## config.mk

```make
export PLATFORM = sky130hd
export DESIGN_NAME = pass_window_finder
export DESIGN_NICKNAME = d
export VERILOG_FILES = /design/src/rtl/pass_window_finder.sv
export SDC_FILE = /design/constraint.sdc
export NUM_CORES = 1
export LEC_CHECK = 0
export ABC_CLOCK_PERIOD_IN_PS = 8000
export BUFFER_PORTS_ARGS = -buffer_cell sky130_fd_sc_hd__buf_2
export CORE_UTILIZATION = 39
export DETAILED_ROUTE_END_ITERATION = 8
export PLACE_DENSITY = 0.55
export SYNTH_ARGS = -nofsm -noshare
export SYNTH_HDL_FRONTEND = slang
export SYNTH_SLANG_ARGS = --single-unit
```

## constraint.sdc

```tcl
create_clock -name clk -period 8 [get_ports clk]
set_input_delay 1.2 -clock clk [delete_from_list [all_inputs] [get_ports clk]]
set_output_delay 1.2 -clock clk [all_outputs]
set_load 0.02 [all_outputs]
```

## src/rtl/pass_window_finder.sv

```systemverilog
module pass_window_finder #(
  parameter int MAP_W = 64,
  localparam int IW = $clog2(MAP_W),
  localparam int CW = $clog2(MAP_W + 1)
) (
  input  logic             clk,
  input  logic             rst_n,
  input  logic             start,
  input  logic [MAP_W-1:0] map_in,
  input  logic [IW-1:0]    first_idx,
  input  logic [CW-1:0]    span,
  output logic [CW-1:0]    run_len,
  output logic [IW-1:0]    center,
  output logic             found,
  output logic             done
);

  logic [MAP_W-1:0] map_q;
  logic             busy;
  logic [IW-1:0]    pos, cur_start, best_start;
  logic [CW-1:0]    rem, cur_len, best_len;

  logic [CW:0]   room;
  logic [CW-1:0] eff;
  assign room = (CW+1)'(MAP_W) - (CW+1)'(first_idx);
  assign eff  = ({1'b0, span} > room) ? room[CW-1:0] : span;

  logic          live, pass, last, better;
  logic [CW-1:0] run_now, fin_len, mid;
  logic [IW-1:0] run_beg, fin_start;

  assign live      = rem != '0;
  assign pass      = live && !map_q[pos];
  assign last      = rem <= CW'(1);
  assign run_now   = pass ? cur_len + CW'(1) : cur_len;
  assign run_beg   = (cur_len == '0) ? pos : cur_start;
  assign better    = (!pass || last) && (run_now > best_len);
  assign fin_len   = better ? run_now : best_len;
  assign fin_start = better ? run_beg : best_start;
  assign mid       = CW'(fin_start) + (fin_len >> 1);

  always_ff @(posedge clk or negedge rst_n) begin
    if (!rst_n) begin
      map_q      <= '0;
      busy       <= 1'b0;
      pos        <= '0;
      rem        <= '0;
      cur_len    <= '0;
      cur_start  <= '0;
      best_len   <= '0;
      best_start <= '0;
      run_len    <= '0;
      center     <= '0;
      found      <= 1'b0;
      done       <= 1'b0;
    end else begin
      done <= 1'b0;
      if (!busy) begin
        if (start) begin
          map_q      <= map_in;
          pos        <= first_idx;
          rem        <= eff;
          cur_len    <= '0;
          cur_start  <= '0;
          best_len   <= '0;
          best_start <= '0;
          busy       <= 1'b1;
        end
      end else if (last) begin
        busy    <= 1'b0;
        done    <= 1'b1;
        run_len <= fin_len;
        found   <= fin_len != '0;
        center  <= (fin_len != '0) ? mid[IW-1:0] : '0;
      end else begin
        pos        <= pos + IW'(1);
        rem        <= rem - CW'(1);
        cur_len    <= pass ? run_now : '0;
        cur_start  <= run_beg;
        best_len   <= fin_len;
        best_start <= fin_start;
      end
    end
  end

endmodule

```

-- Word level (Yosys, flattened, before mapping)
Index checks and enable logic that the tools add are counted.
- output and inout bits: 15
- memories kept: 0
- bits in latches: 0
- bits in registers: 119
- word-level logic and storage cells: 65
- bits in writable memories: 0
- bits in read-only memories: 0
- eq/ne operators: 1
- divide/modulo/power cells: 0
- multiplexer cells: 30
- add/subtract/negate cells: 5
- reduce and logical (&&, ||, !) cells: 12
- shift operators: 0
- $mul: 0
- bitwise gates (word level): 1
- magnitude comparators: 4
- operators by type and width (kind ; number):
    2-to-1 mux 7 bit ; 12
    2-to-1 mux 6 bit ; 11
    nonzero test 7 bit ; 2
    > comparator 7 x 8 -> 1 bit ; 1
    subtractor 7 x 6 -> 8 bit, first input constant ; 1
    adder 7 x 1 -> 7 bit, second input constant ; 1
    > comparator 7 bit ; 1
    less-or-equal comparator 7 x 1 -> 1 bit, second input constant ; 1
    logical NOT 7 bit ; 1
    less-than comparator 6 x 7 -> 1 bit, second input constant ; 1
    subtractor 7 x 1 -> 7 bit, second input constant ; 1
    adder 6 x 1 -> 6 bit, second input constant ; 1
    adder 6 bit ; 1
    binary-select mux 1 bit (select 6 bit) ; 1
    2-to-1 mux 1 bit ; 6
    AND reduction 2 bit ; 3
    logical AND 1 bit ; 2
    logical NOT 1 bit ; 2
    inequality test 2 bit, second input constant ; 1
    nonzero test 2 bit ; 1
    logical OR 1 bit ; 1
    NOT 1 bit ; 1

-- Logic depth before layout (Yosys ltp)
Gate-level depths: netlist of the first run.
- depth after elaboration: 10
- mapped depth: 25

-- Worst setup path after synthesis of the first run
OpenSTA, ideal clock, no wires.
- path kind: register to register
- from: register pos[0]
- to: register center[5]
- clock period less this slack: 4.797 ns
- library setup time: 0.123 ns
- required time: 7.877 ns
- arrival time: 4.674 ns
- path slack: 3.203 ns
- stages on the path, launching flop included: 21
- path buffers: 2
- path through: dfrtp_1 buf_6 mux4_2 a22o_1 a211o_1 nand3_2 nand4_1 xnor2_2 ha_1 a211o_1 a21oi_1 a21o_1 a31o_2 clkbuf_1 o21ai_0 ha_1 inv_1 o31a_2 a21oi_2 o21a_1 o31ai_2
- cells in the longest elaborated chain, start to end: 10
- ends and longest elaborated chain (item ; RTL line ; RTL):
    start: declaration ; 20 ; logic [IW-1:0] pos, cur_start, best_start;
    start signal: assignment ; 61 ; pos <= first_idx;
    start signal: assignment ; 76 ; pos <= pos + IW'(1);
    binary-select mux 1 bit (select 6 bit) ; 33 ; assign pass = live && !map_q[pos];
    2-to-1 mux 1 bit (not written as such) ; 33 ;
    logical NOT 1 bit ; 33 ;
    logical AND 1 bit ; 33 ;
    2-to-1 mux 7 bit or logical NOT 1 bit (tied branches) ; 35, 37 ;
    > comparator 7 bit or logical OR 1 bit (tied branches) ; 37 ; assign better = (!pass || last) && (run_now > best_len);
    logical AND 1 bit ; 37 ;
    2-to-1 mux 6 bit or 2-to-1 mux 7 bit (tied branches) ; 39, 38 ;
    adder 6 bit or nonzero test 7 bit (tied branches) ; 40, 74 ;
    2-to-1 mux 6 bit (*) ; 74 ; center <= (fin_len != '0) ? mid[IW-1:0] : '0;
    end signal: assignment ; 74 ;
    end: declaration ; 13 ; output logic [IW-1:0] center,
Mark *: on every way between the ends. The rest lies on a longest branch, timed or not. The select of a mux whose other input is x is not followed.
A chain may end at the register's enable or synchronous reset.

-- Worst setup path in the final report of the first run
- from: register pos[0]
- to: register center[4]
- cells in the longest elaborated chain, start to end: 10
- ends and longest elaborated chain (item ; RTL line ; RTL):
    binary-select mux 1 bit (select 6 bit) (*) ; 33 ;
    2-to-1 mux 1 bit (not written as such) (*) ; 33 ;
    logical NOT 1 bit (*) ; 33 ;
    logical AND 1 bit (*) ; 33 ;
    2-to-1 mux 7 bit or logical NOT 1 bit (tied branches) ; 35, 37 ;
    > comparator 7 bit or logical OR 1 bit (tied branches) ; 37 ;
    logical AND 1 bit ; 37 ;
    2-to-1 mux 7 bit (*) ; 38 ; assign fin_len = better ? run_now : best_len;
    named net fin_len[1] ; 29 ; logic [CW-1:0] run_now, fin_len, mid;
    adder 6 bit or nonzero test 7 bit (tied branches) ; 40, 74 ;
    2-to-1 mux 6 bit (*) ; 74 ;
Mark *: on every way through the listed nets, which the timed path passes. The rest lies on a longest branch. The select of a mux whose other input is x is not followed.

==> results of run 1 <==
==> synthesized netlist by cell type, types with 2 or more instances <==
| cell type | n |
|---|---|
| sky130_fd_sc_hd__a211o_1 | 4 |
| sky130_fd_sc_hd__a21o_1 | 3 |
| sky130_fd_sc_hd__a21oi_1 | 21 |
| sky130_fd_sc_hd__a22o_1 | 15 |
| sky130_fd_sc_hd__a22oi_1 | 2 |
| sky130_fd_sc_hd__a31o_2 | 2 |
| sky130_fd_sc_hd__and3_1 | 4 |
| sky130_fd_sc_hd__buf_1 | 3 |
| sky130_fd_sc_hd__buf_2 | 3 |
| sky130_fd_sc_hd__buf_4 | 2 |
| sky130_fd_sc_hd__clkbuf_1 | 25 |
| sky130_fd_sc_hd__dfrtp_1 | 119 |
| sky130_fd_sc_hd__ha_1 | 26 |
| sky130_fd_sc_hd__inv_1 | 31 |
| sky130_fd_sc_hd__mux2_2 | 4 |
| sky130_fd_sc_hd__mux2i_1 | 20 |
| sky130_fd_sc_hd__mux4_1 | 7 |
| sky130_fd_sc_hd__mux4_2 | 5 |
| sky130_fd_sc_hd__nand2_1 | 254 |
| sky130_fd_sc_hd__nand2_2 | 2 |
| sky130_fd_sc_hd__nand2b_1 | 2 |
| sky130_fd_sc_hd__nand3_1 | 12 |
| sky130_fd_sc_hd__nand3b_1 | 5 |
| sky130_fd_sc_hd__nand4_1 | 7 |
| sky130_fd_sc_hd__nor2_1 | 23 |
| sky130_fd_sc_hd__nor2b_1 | 4 |
| sky130_fd_sc_hd__nor3_1 | 5 |
| sky130_fd_sc_hd__nor4_1 | 2 |
| sky130_fd_sc_hd__o211a_1 | 3 |
| sky130_fd_sc_hd__o21a_1 | 8 |
| sky130_fd_sc_hd__o21ai_0 | 32 |
| sky130_fd_sc_hd__o21ai_1 | 2 |
| sky130_fd_sc_hd__o221ai_1 | 2 |
| sky130_fd_sc_hd__o22a_1 | 3 |
| sky130_fd_sc_hd__o22ai_1 | 8 |
| sky130_fd_sc_hd__o31ai_1 | 5 |
| sky130_fd_sc_hd__or3_1 | 2 |
| sky130_fd_sc_hd__xnor2_1 | 8 |
| sky130_fd_sc_hd__xor2_1 | 6 |
==> worst max-delay path by stage <==
stage	from	to	cells after the start
final	pos[0]	center[4]	20
after global routing	pos[0]	center[5]	18
after CTS	pos[0]	center[4]	20
after detailed placement	pos[0]	center[4]	20
after global placement	pos[0]	center[4]	18
after floorplan	pos[0]	center[5]	20
==> final cells by class <==
type	instances	area (sq um)
Multi-Input combinational cell	536	3340
Clock inverter	8	121
Timing Repair Buffer	99	510
Clock buffer	22	484
Tap cell	220	275
Sequential cell	119	2980
Fill cell	1569	8690
Inverter	33	124
==> flip-flops by register name, indices dropped and copies added, names as in the netlist <==
signal / count
best_len: 7
best_start: 6
center: 6
found: 1
done: 1
map_q: 64
pos: 6
cur_len: 7
rem: 7
run_len: 7
cur_start: 6
busy: 1
==> per-stage QoR <==
step | worst slack, ns | cells | hold slack [ns] | utilization
after global placement | 2.25 | 1007 | 0.451 | 0.437
after floorplan | 3.20 | 723 | 0.437 | -
after detailed placement | 2.23 | 1007 | 0.457 | 0.437
after global routing | 1.76 | 1037 | 0.488 | 0.474
after CTS | 2.16 | 1037 | 0.470 | 0.474
final | 2.21 | 1037 | 0.465 | 0.474
==> power groups by stage <==
stage / clock, mW / sequential, mW / combinational, mW
3_3_place_gp: 0 / 1.12 / 1.51
2_1_floorplan: 0 / 1.03 / 1.23
3_5_place_dp: 0 / 1.12 / 1.53
5_1_grt: 0.825 / 1.16 / 1.73
4_1_cts: 0.796 / 1.12 / 1.54
6_report: 0.785 / 1.11 / 1.53
==> critical path, delay by kind of cell, from the launching register on <==
kind / cells / cell delay (ns)
and+or+nand+nor: 3 / 0.47
adders and majority gates: 3 / 0.72
xor gates and xnor gates: 2 / 0.34
muxes: 1 / 0.58
AOI/OAI and AO/OA: 9 / 2.09
DFF: 1 / 0.98
buffers and inverters: 2 / 0.46
==> layer usage <==
layer | vias up | share of wire
met5 | - | 0
met4 | 0 | 0.0078
met3 | 11 | 0.038
met2 | 105 | 0.46
met1 | 2500 | 0.49
li1 | 2653 | -
==> cell families (layout without fill, tap and decap cells) <==
family / after synthesis / after routing / synth area share
simple gates: 330 / 330 / 0.209
flops: 119 / 119 / 0.451
xor+xnor: 15 / 15 / 0.0211
fa+ha+maj: 26 / 26 / 0.0493
buf+inv: 68 / 162 / 0.0440
compound gates: 128 / 128 / 0.141
mux: 37 / 37 / 0.0842
==> metrics.log, run 1 <==
[metrics] run status: finished, final reports clean
[metrics] commonest non-fill, non-tap cells in the layout: sky130_fd_sc_hd__nand2_1 (253), sky130_fd_sc_hd__dfrtp_1 (119), sky130_fd_sc_hd__buf_2 (93)
[metrics] fraction of registers with async set or reset after synthesis: 1.00
[metrics] number of setup violations in the final report: 0
[metrics] PD cells: 437 nW/um^2
[metrics] maximum cell stage delay along the critical path: 0.98 ns
[metrics] maximum fanout encountered on the critical timing path: 20
[metrics] Resized cells post-CTS: 0
[metrics] slew at the pin closest to its max-slew limit: 1.22 ns
[metrics] highest clock rate: 0.173 GHz
[metrics] number of max-capacitance violations reported: 0
[metrics] setup repair after global routing missed its margin: no
[metrics] part of the power in the clock network: 0.229
[metrics] overall die area: 17400 sq um
[metrics] slack of the worst reg-to-reg path: 2.21 ns
[metrics] wire length of the first global-routing pass: 27500 um
[metrics] count of TritonRoute iterations in the first routing pass: 5
[metrics] Hold WC Path Type: reg2reg
[metrics] core outline area: 16500 sq um
[metrics] synthesized net count: 829
[metrics] share of the yosys chip area belonging to registers: 0.451
[metrics] met2 Usage GRT: 0.315
[metrics] largest net degree at the start of global routing: 86
[metrics] total via count after detailed routing: 5269
[metrics] main area contributors after synthesis: sky130_fd_sc_hd__dfrtp_1 (45%), sky130_fd_sc_hd__nand2_1 (14%), sky130_fd_sc_hd__ha_1 (4.9%)
[metrics] wire length reported by the detailed router: 16300 um
[metrics] library cells used by synthesis: 71
[metrics] Clock Tree Buf Depth: 2
[metrics] share of final-layout standard cells stronger than drive strength 1: 0.193
[metrics] root buffer cell: sky130_fd_sc_hd__clkbuf_16
[metrics] CTS tree: built
[metrics] switching pwr: 1.38 mW
[metrics] Net Sw Frac: 0.404
[metrics] deepest level of the CTS H-tree: 4
[metrics] iteration-0 DRC count of the detailed router: 357
[metrics] die outline width: 132 um
[metrics] Internal Dissipation: 2.04 mW
[metrics] Crit Path Category: reg2reg
[metrics] Hold Crit Start: center[2]
[metrics] antenna-violating nets left: 0
[metrics] number of hold-repair buffers added at the cts stage: 0
[metrics] Arr. time, crit path: 6.09 ns
[metrics] max_slew headroom: 0.185
[metrics] Final HPWL DP: 11600 um
[metrics] number of rows created at floorplan: 47
[metrics] routed length per instance: 15.7 um
[metrics] number of flops mapped to enable cells by yosys: 0
[metrics] sink of the worst hold path: center[2]
[metrics] height of the die: 132 um
[metrics] # port buffers: 94
[metrics] clock latency of the later-clocked register in the worst-skew pair: 0.41 ns
[metrics] clock slew at reported path FFs: 0.05 ns
[metrics] Hold Vio Cnt, Final: 0
[metrics] most frequent standard cell in the layout excluding fill and tap cells: sky130_fd_sc_hd__nand2_1
[metrics] Final Wtd Congestion: 0.854
[metrics] Synthesis Warnings: 0
[metrics] worst path cell trace: buf_4 -> mux4_1 -> a211o_1 -> nand3_2 -> nand2_2 -> inv_2 -> nand2_1 -> xnor2_1 -> ha_1 -> o21a_1 -> o211ai_1 -> a21o_1 -> a31o_2 -> a221o_2 -> ha_1 -> ha_1 -> o21bai_1 -> a31oi_1 -> xor2_1 -> o21ai_1
[metrics] data required time of the critical path: 8.29 ns
[metrics] global routing met3 resource utilization: 0.0442
[metrics] Area Overhead vs Synth: 18.7%
[metrics] Yosys reg bits: 119
[metrics] post-detailed-route DRC marker count: 0
[metrics] cell count of the worst hold path: 2
[metrics] global-route track usage on met1: 0.280
[metrics] Net count, final: 912
[metrics] leftover overflow at the end of global routing: 0
[metrics] clock net sink count: 119
[metrics] sequential cell fraction of total power: 0.325
[metrics] Reg2Reg Launch Point: pos[0]
[metrics] Lkg Pwr: 4.02 nW
[metrics] starting utilization of the core area: 0.399
[metrics] Max rail drop VDD: 0.164 mV
[metrics] Layout Cell Area excl Fill: 7830 sq um
[metrics] min cycle time layout: 5.79 ns
[metrics] post-layout power: 3.43 mW
[metrics] Final Slew Violations: 0
[metrics] Fin Setup TNS: 0 ns
[metrics] clock tree skew after final layout: 0.00725 ns
[metrics] R2R depth: 20
[metrics] Post-Synthesis Cell Area: 6600 sq um
[metrics] most used routing layer in global routing: met2
[metrics] share of power burned in combinational logic: 0.446
[metrics] Yosys top cell by area: sky130_fd_sc_hd__dfrtp_1
[metrics] Critical Path Source Type: flop
[metrics] Period Utilization, post-route: 0.724
[metrics] via count of the first global-routing pass: 5332
[metrics] r2r endpoint: center[4]
[metrics] gr usage total: 0.200
[metrics] number of buffers created by CTS: 17
[metrics] boundary pin count: 95
[metrics] endpoint kind of the worst setup timing path: flop
[metrics] cell at the slowest stage of the critical path: sky130_fd_sc_hd__dfrtp_1
[metrics] Most used DFF post-synth: sky130_fd_sc_hd__dfrtp_1
[metrics] area share of the largest cell type after synthesis: 0.451
[metrics] antenna diode instance count: 0
[metrics] cell seen most often among critical-path stages: sky130_fd_sc_hd__ha_1
[metrics] Gate Count Post-Synth: 723
[metrics] instance area after placement: 7230 sq um
[metrics] via-per-instance ratio: 5.08
[metrics] Post-CTS Setup Inserts: 0
[metrics] antenna violations before repair: 0
[metrics] average instance area after synthesis: 9.13 sq um
Power figures use the tool's default switching activity.
==> run 2, diff against run 1 <==
ABC_AREA = 1   (was default)
ABC_CLOCK_PERIOD_IN_PS = 5000   (was 8000)
PLACE_DENSITY = 0.57   (was 0.55)
clock period = 5 ns   (was 8 ns; I/O delays follow)
==> run 2 against run 1 <==
Compared with the run above:
- combinational power up 110%
- wire length decreased by 2.4%
- global-route usage fell by 0.50 points
- count of clock-buffer cells in the layout shrank 2
- largest power group unchanged
==> metrics.log, run 2 <==
[metrics] most common cell in the synthesized netlist: sky130_fd_sc_hd__nand2_1
[metrics] total via count after detailed routing: 5515 (+4.7%)
[metrics] maximum fanout encountered on the critical timing path: 30 (+50%)
[metrics] multiplexer fraction of the synthesized cell area: 0.0632 (-0.0210)
[metrics] number of hold-repair buffers added at the cts stage: 0 (unchanged)
[metrics] die outline width: 132 um (about the same)
[metrics] top cells by instance count after synthesis: sky130_fd_sc_hd__nand2_1 (167), sky130_fd_sc_hd__dfrtp_1 (119), sky130_fd_sc_hd__inv_1 (88)
[metrics] clock tree skew after final layout: 0.00705 ns (-0.000197 ns)
[metrics] leftover overflow at the end of global routing: 0 (unchanged)
[metrics] clock net sink count: 119 (unchanged)
[metrics] overall die area: 17400 sq um (about the same)
[metrics] Yosys reg bits: 119 (unchanged)
[metrics] via count of the first global-routing pass: 5342 (+0.19%)
[metrics] gr usage total: 0.195 (-0.00504)
[metrics] flip-flop count of the largest register, all copies and words added: 64 (unchanged)
[metrics] via-per-instance ratio: 4.94 (-2.7%)
[metrics] synthesized net count: 904 (+9.0%)
[metrics] Period Utilization, post-route: 0.883 (+0.159)
[metrics] fraction of registers with async set or reset after synthesis: 1.00 (unchanged)
[metrics] Final HPWL DP: 11400 um (-1.5%)
[metrics] Util after Layout: 0.474 (about the same)
[metrics] Resized cells post-CTS: 0 (unchanged)
[metrics] run status: finished, final reports clean
[metrics] commonest non-fill, non-tap cells in the layout: sky130_fd_sc_hd__nand2_1 (166), sky130_fd_sc_hd__dfrtp_1 (119), sky130_fd_sc_hd__buf_2 (93)
[metrics] main area contributors after synthesis: sky130_fd_sc_hd__dfrtp_1 (45%), sky130_fd_sc_hd__nand2_1 (9.5%), sky130_fd_sc_hd__mux2_2 (6.3%)
[metrics] setup ws final: 0.587 ns (-1.62 ns)
[metrics] Synthesis Warnings: 0 (unchanged)
[metrics] share of the yosys chip area belonging to registers: 0.451 (about the same)
[metrics] starting utilization of the core area: 0.399 (about the same)
[metrics] PD cells: 789 nW/um^2 (+80%)
[metrics] area share of the largest cell type after synthesis: 0.451 (about the same)
[metrics] Final Slew Violations: 0 (unchanged)
[metrics] deepest level of the CTS H-tree: 4 (unchanged)
[metrics] # port buffers: 94 (unchanged)
[metrics] clock latency of the later-clocked register in the worst-skew pair: 0.42 ns (about the same)
[metrics] Final Wtd Congestion: 0.859 (+0.62%)
[metrics] wire length reported by the detailed router: 15900 um (-2.4%)
[metrics] share of final-layout standard cells stronger than drive strength 1: 0.220 (+0.0267)
[metrics] antenna-violating nets left: 0 (unchanged)
[metrics] Yosys top cell by area: sky130_fd_sc_hd__dfrtp_1
[metrics] clock slew at reported path FFs: 0.06 ns (about the same)
[metrics] Lkg Pwr: 3.97 nW (-1.2%)
[metrics] Net count, final: 989 (+8.4%)
[metrics] height of the die: 132 um (about the same)
[metrics] Fin Setup TNS: 0 ns (unchanged)
[metrics] Arr. time, crit path: 4.73 ns (-1.36 ns)
[metrics] routed length per instance: 14.3 um (-9.3%)
[metrics] Crit Path Category: reg2reg
[metrics] CTS tree: built
[metrics] antenna violations before repair: 1 (+1)
[metrics] Reg2Reg Launch Point: pos[0]
[metrics] Hold WC Path Type: in2async
[metrics] setup repair after global routing missed its margin: no
[metrics] Clock Tree Buf Depth: 2 (unchanged)
[metrics] Max rail drop VDD: 0.413 mV (+150%)
[metrics] Post-Synthesis Cell Area: 6600 sq um (about the same)
[metrics] post-detailed-route DRC marker count: 0 (unchanged)
[metrics] filler instances: 1650 (+5.2%)
[metrics] maximum cell stage delay along the critical path: 0.43 ns (-0.55 ns)
[metrics] number of buffers created by CTS: 17 (unchanged)
[metrics] R2R depth: 31 (+55%)
[metrics] max_slew headroom: 0.289 (+0.104)
[metrics] library cells used by synthesis: 40 (-44%)
[metrics] number of rows created at floorplan: 47 (unchanged)
[metrics] number of max-capacitance violations reported: 0 (unchanged)
[metrics] number of non-filler instances in the completed layout: 1116 (+7.6%)
[metrics] boundary pin count: 95 (unchanged)
[metrics] placed instance count: 1084 (+7.6%)
[metrics] cell at the slowest stage of the critical path: sky130_fd_sc_hd__dfrtp_1
[metrics] largest net degree at the start of global routing: 100 (+16%)
[metrics] root buffer cell: sky130_fd_sc_hd__clkbuf_16
[metrics] number of setup violations in the final report: 0 (unchanged)
[metrics] Post-Synth Adder-Cell Area: 0.0493 (about the same)
[metrics] highest clock rate: 0.227 GHz (+31%)
[metrics] basic-gate share of the synthesized area counting and, or, nand and nor cells: 0.221 (+0.0122)
[metrics] parity-gate share of the synthesized area counting xor and xnor cells: 0.0157 (-0.00531)
[metrics] Area Overhead vs Synth: 18.7% (about the same)
[metrics] r2r endpoint: center[5]
[metrics] min cycle time layout: 4.41 ns (-1.38 ns)
[metrics] setup slack at placement: 0.614 ns (-1.62 ns)
[metrics] most frequent standard cell in the layout excluding fill and tap cells: sky130_fd_sc_hd__nand2_1
[metrics] Post-CTS Setup Inserts: 0 (unchanged)
[metrics] slew at the pin closest to its max-slew limit: 1.07 ns (-0.152 ns)
[metrics] data required time of the critical path: 5.31 ns (-2.98 ns)
[metrics] number of flops mapped to enable cells by yosys: 0 (unchanged)
[metrics] iteration-0 DRC count of the detailed router: 282 (-21%)
[metrics] Gate Count Post-Synth: 798 (+10%)
[metrics] count of TritonRoute iterations in the first routing pass: 4 (-1)
[metrics] Most used DFF post-synth: sky130_fd_sc_hd__dfrtp_1
[metrics] average instance area after synthesis: 8.27 sq um (-9.4%)
[metrics] slack of the worst reg-to-reg path: 0.59 ns (-1.62 ns)
[metrics] wire length of the first global-routing pass: 26600 um (-3.4%)
[metrics] Critical Path Source Type: flop
[metrics] Hold Vio Cnt, Final: 0 (unchanged)
[metrics] cell seen most often among critical-path stages: sky130_fd_sc_hd__nand2_1
[metrics] core outline area: 16500 sq um (unchanged)
[metrics] largest register by flop count: map_q
[metrics] share of the synthesized area in compound gates (AO/OA/AOI/OAI): 0.119 (-0.0224)
[metrics] main combinational cell family by area after synthesis: simple AND/OR/NAND/NOR gates
[metrics] endpoint kind of the worst setup timing path: flop
run 2: cell count changes after synthesis, moves of 9 or more:
cell	delta
sky130_fd_sc_hd__mux2_2	+33
sky130_fd_sc_hd__nor2_1	+47
sky130_fd_sc_hd__o21ai_1	+9
sky130_fd_sc_hd__a21oi_1	+26
sky130_fd_sc_hd__nand2_1	-87
sky130_fd_sc_hd__mux2i_1	-20
sky130_fd_sc_hd__nand3_1	+58
sky130_fd_sc_hd__o21ai_0	+15
sky130_fd_sc_hd__a22o_1	-15
sky130_fd_sc_hd__inv_1	+57
run 2: cell type report:
cell class | count | area [sq um] | area share
Timing Repair Buffer | 102 | 533 | 0.0681
Clock inverter | 11 | 124 | 0.0158
Sequential cell | 119 | 2980 | 0.380
Clock buffer | 20 | 467 | 0.0596
Inverter | 93 | 357 | 0.0455
Multi-Input combinational cell | 550 | 3100 | 0.395
Antenna cell | 1 | 2.50 | 0.000320
Tap cell | 220 | 275 | 0.0351
run 2: critical path, delay by kind of cell, from the launching register on:
family,cells,cell delay [ns]
compound gates,5,1.03
flops,1,0.43
fa+ha+maj,2,0.63
buf+inv,5,0.57
simple gates,18,1.48
xor+xnor,1,0.17
run 2: worst max-delay path by stage:
| stage | from | end | slack (ns) | cells past startpoint |
|---|---|---|---|---|
| final | pos[0] | center[5] | 0.59 | 31 |
| after global routing | pos[0] | center[5] | 0.07 | 31 |
| after CTS | pos[0] | center[5] | 0.57 | 31 |
| after detailed placement | pos[0] | center[5] | 0.61 | 34 |
| after global placement | pos[0] | center[5] | 0.69 | 30 |
| after floorplan | pos[1] | center[5] | 1.08 | 34 |
run 2: kinds of logic (layout without fill, tap and decap cells):
kind of cell,after synthesis,after routing
xor+xnor,11,11
fa+ha+maj,26,26
mux,37,37
other cells,0,1
compound gates,140,140
flops,119,119
buf+inv,129,226
simple gates,336,336
run 2: power breakdown:
| part | total, mW | switching, mW | internal (mW) | leakage [nW] |
|---|---|---|---|---|
| Combinational | 3.26 | 2.07 | 1.19 | 2.27 |
| Sequential | 1.71 | 0.274 | 1.43 | 1.42 |
| Clock | 1.22 | 0.447 | 0.769 | 0.284 |
| Total | 6.18 | 2.79 | 3.39 | 3.97 |
run 2: metal layers:
metal,routed length [um],vias up,GRT usage
met4,288,0,0.0782
met3,576,27,0.0384
met1,7800,2557,0.270
li1,-,2817,-
met5,0,-,0
met2,7260,114,0.299
run 2: stage by stage:
| stage | hold WS [ns] | area (sq um) | power [mW] |
|---|---|---|---|
| after detailed placement | 0.461 | 7240 | 4.99 |
| after global placement | 0.459 | 7240 | 4.96 |
| after floorplan | 0.454 | 6600 | 4.22 |
| final | 0.304 | 7830 | 6.18 |
| after global routing | 0.355 | 7830 | 6.75 |
| after CTS | 0.330 | 7830 | 6.23 |
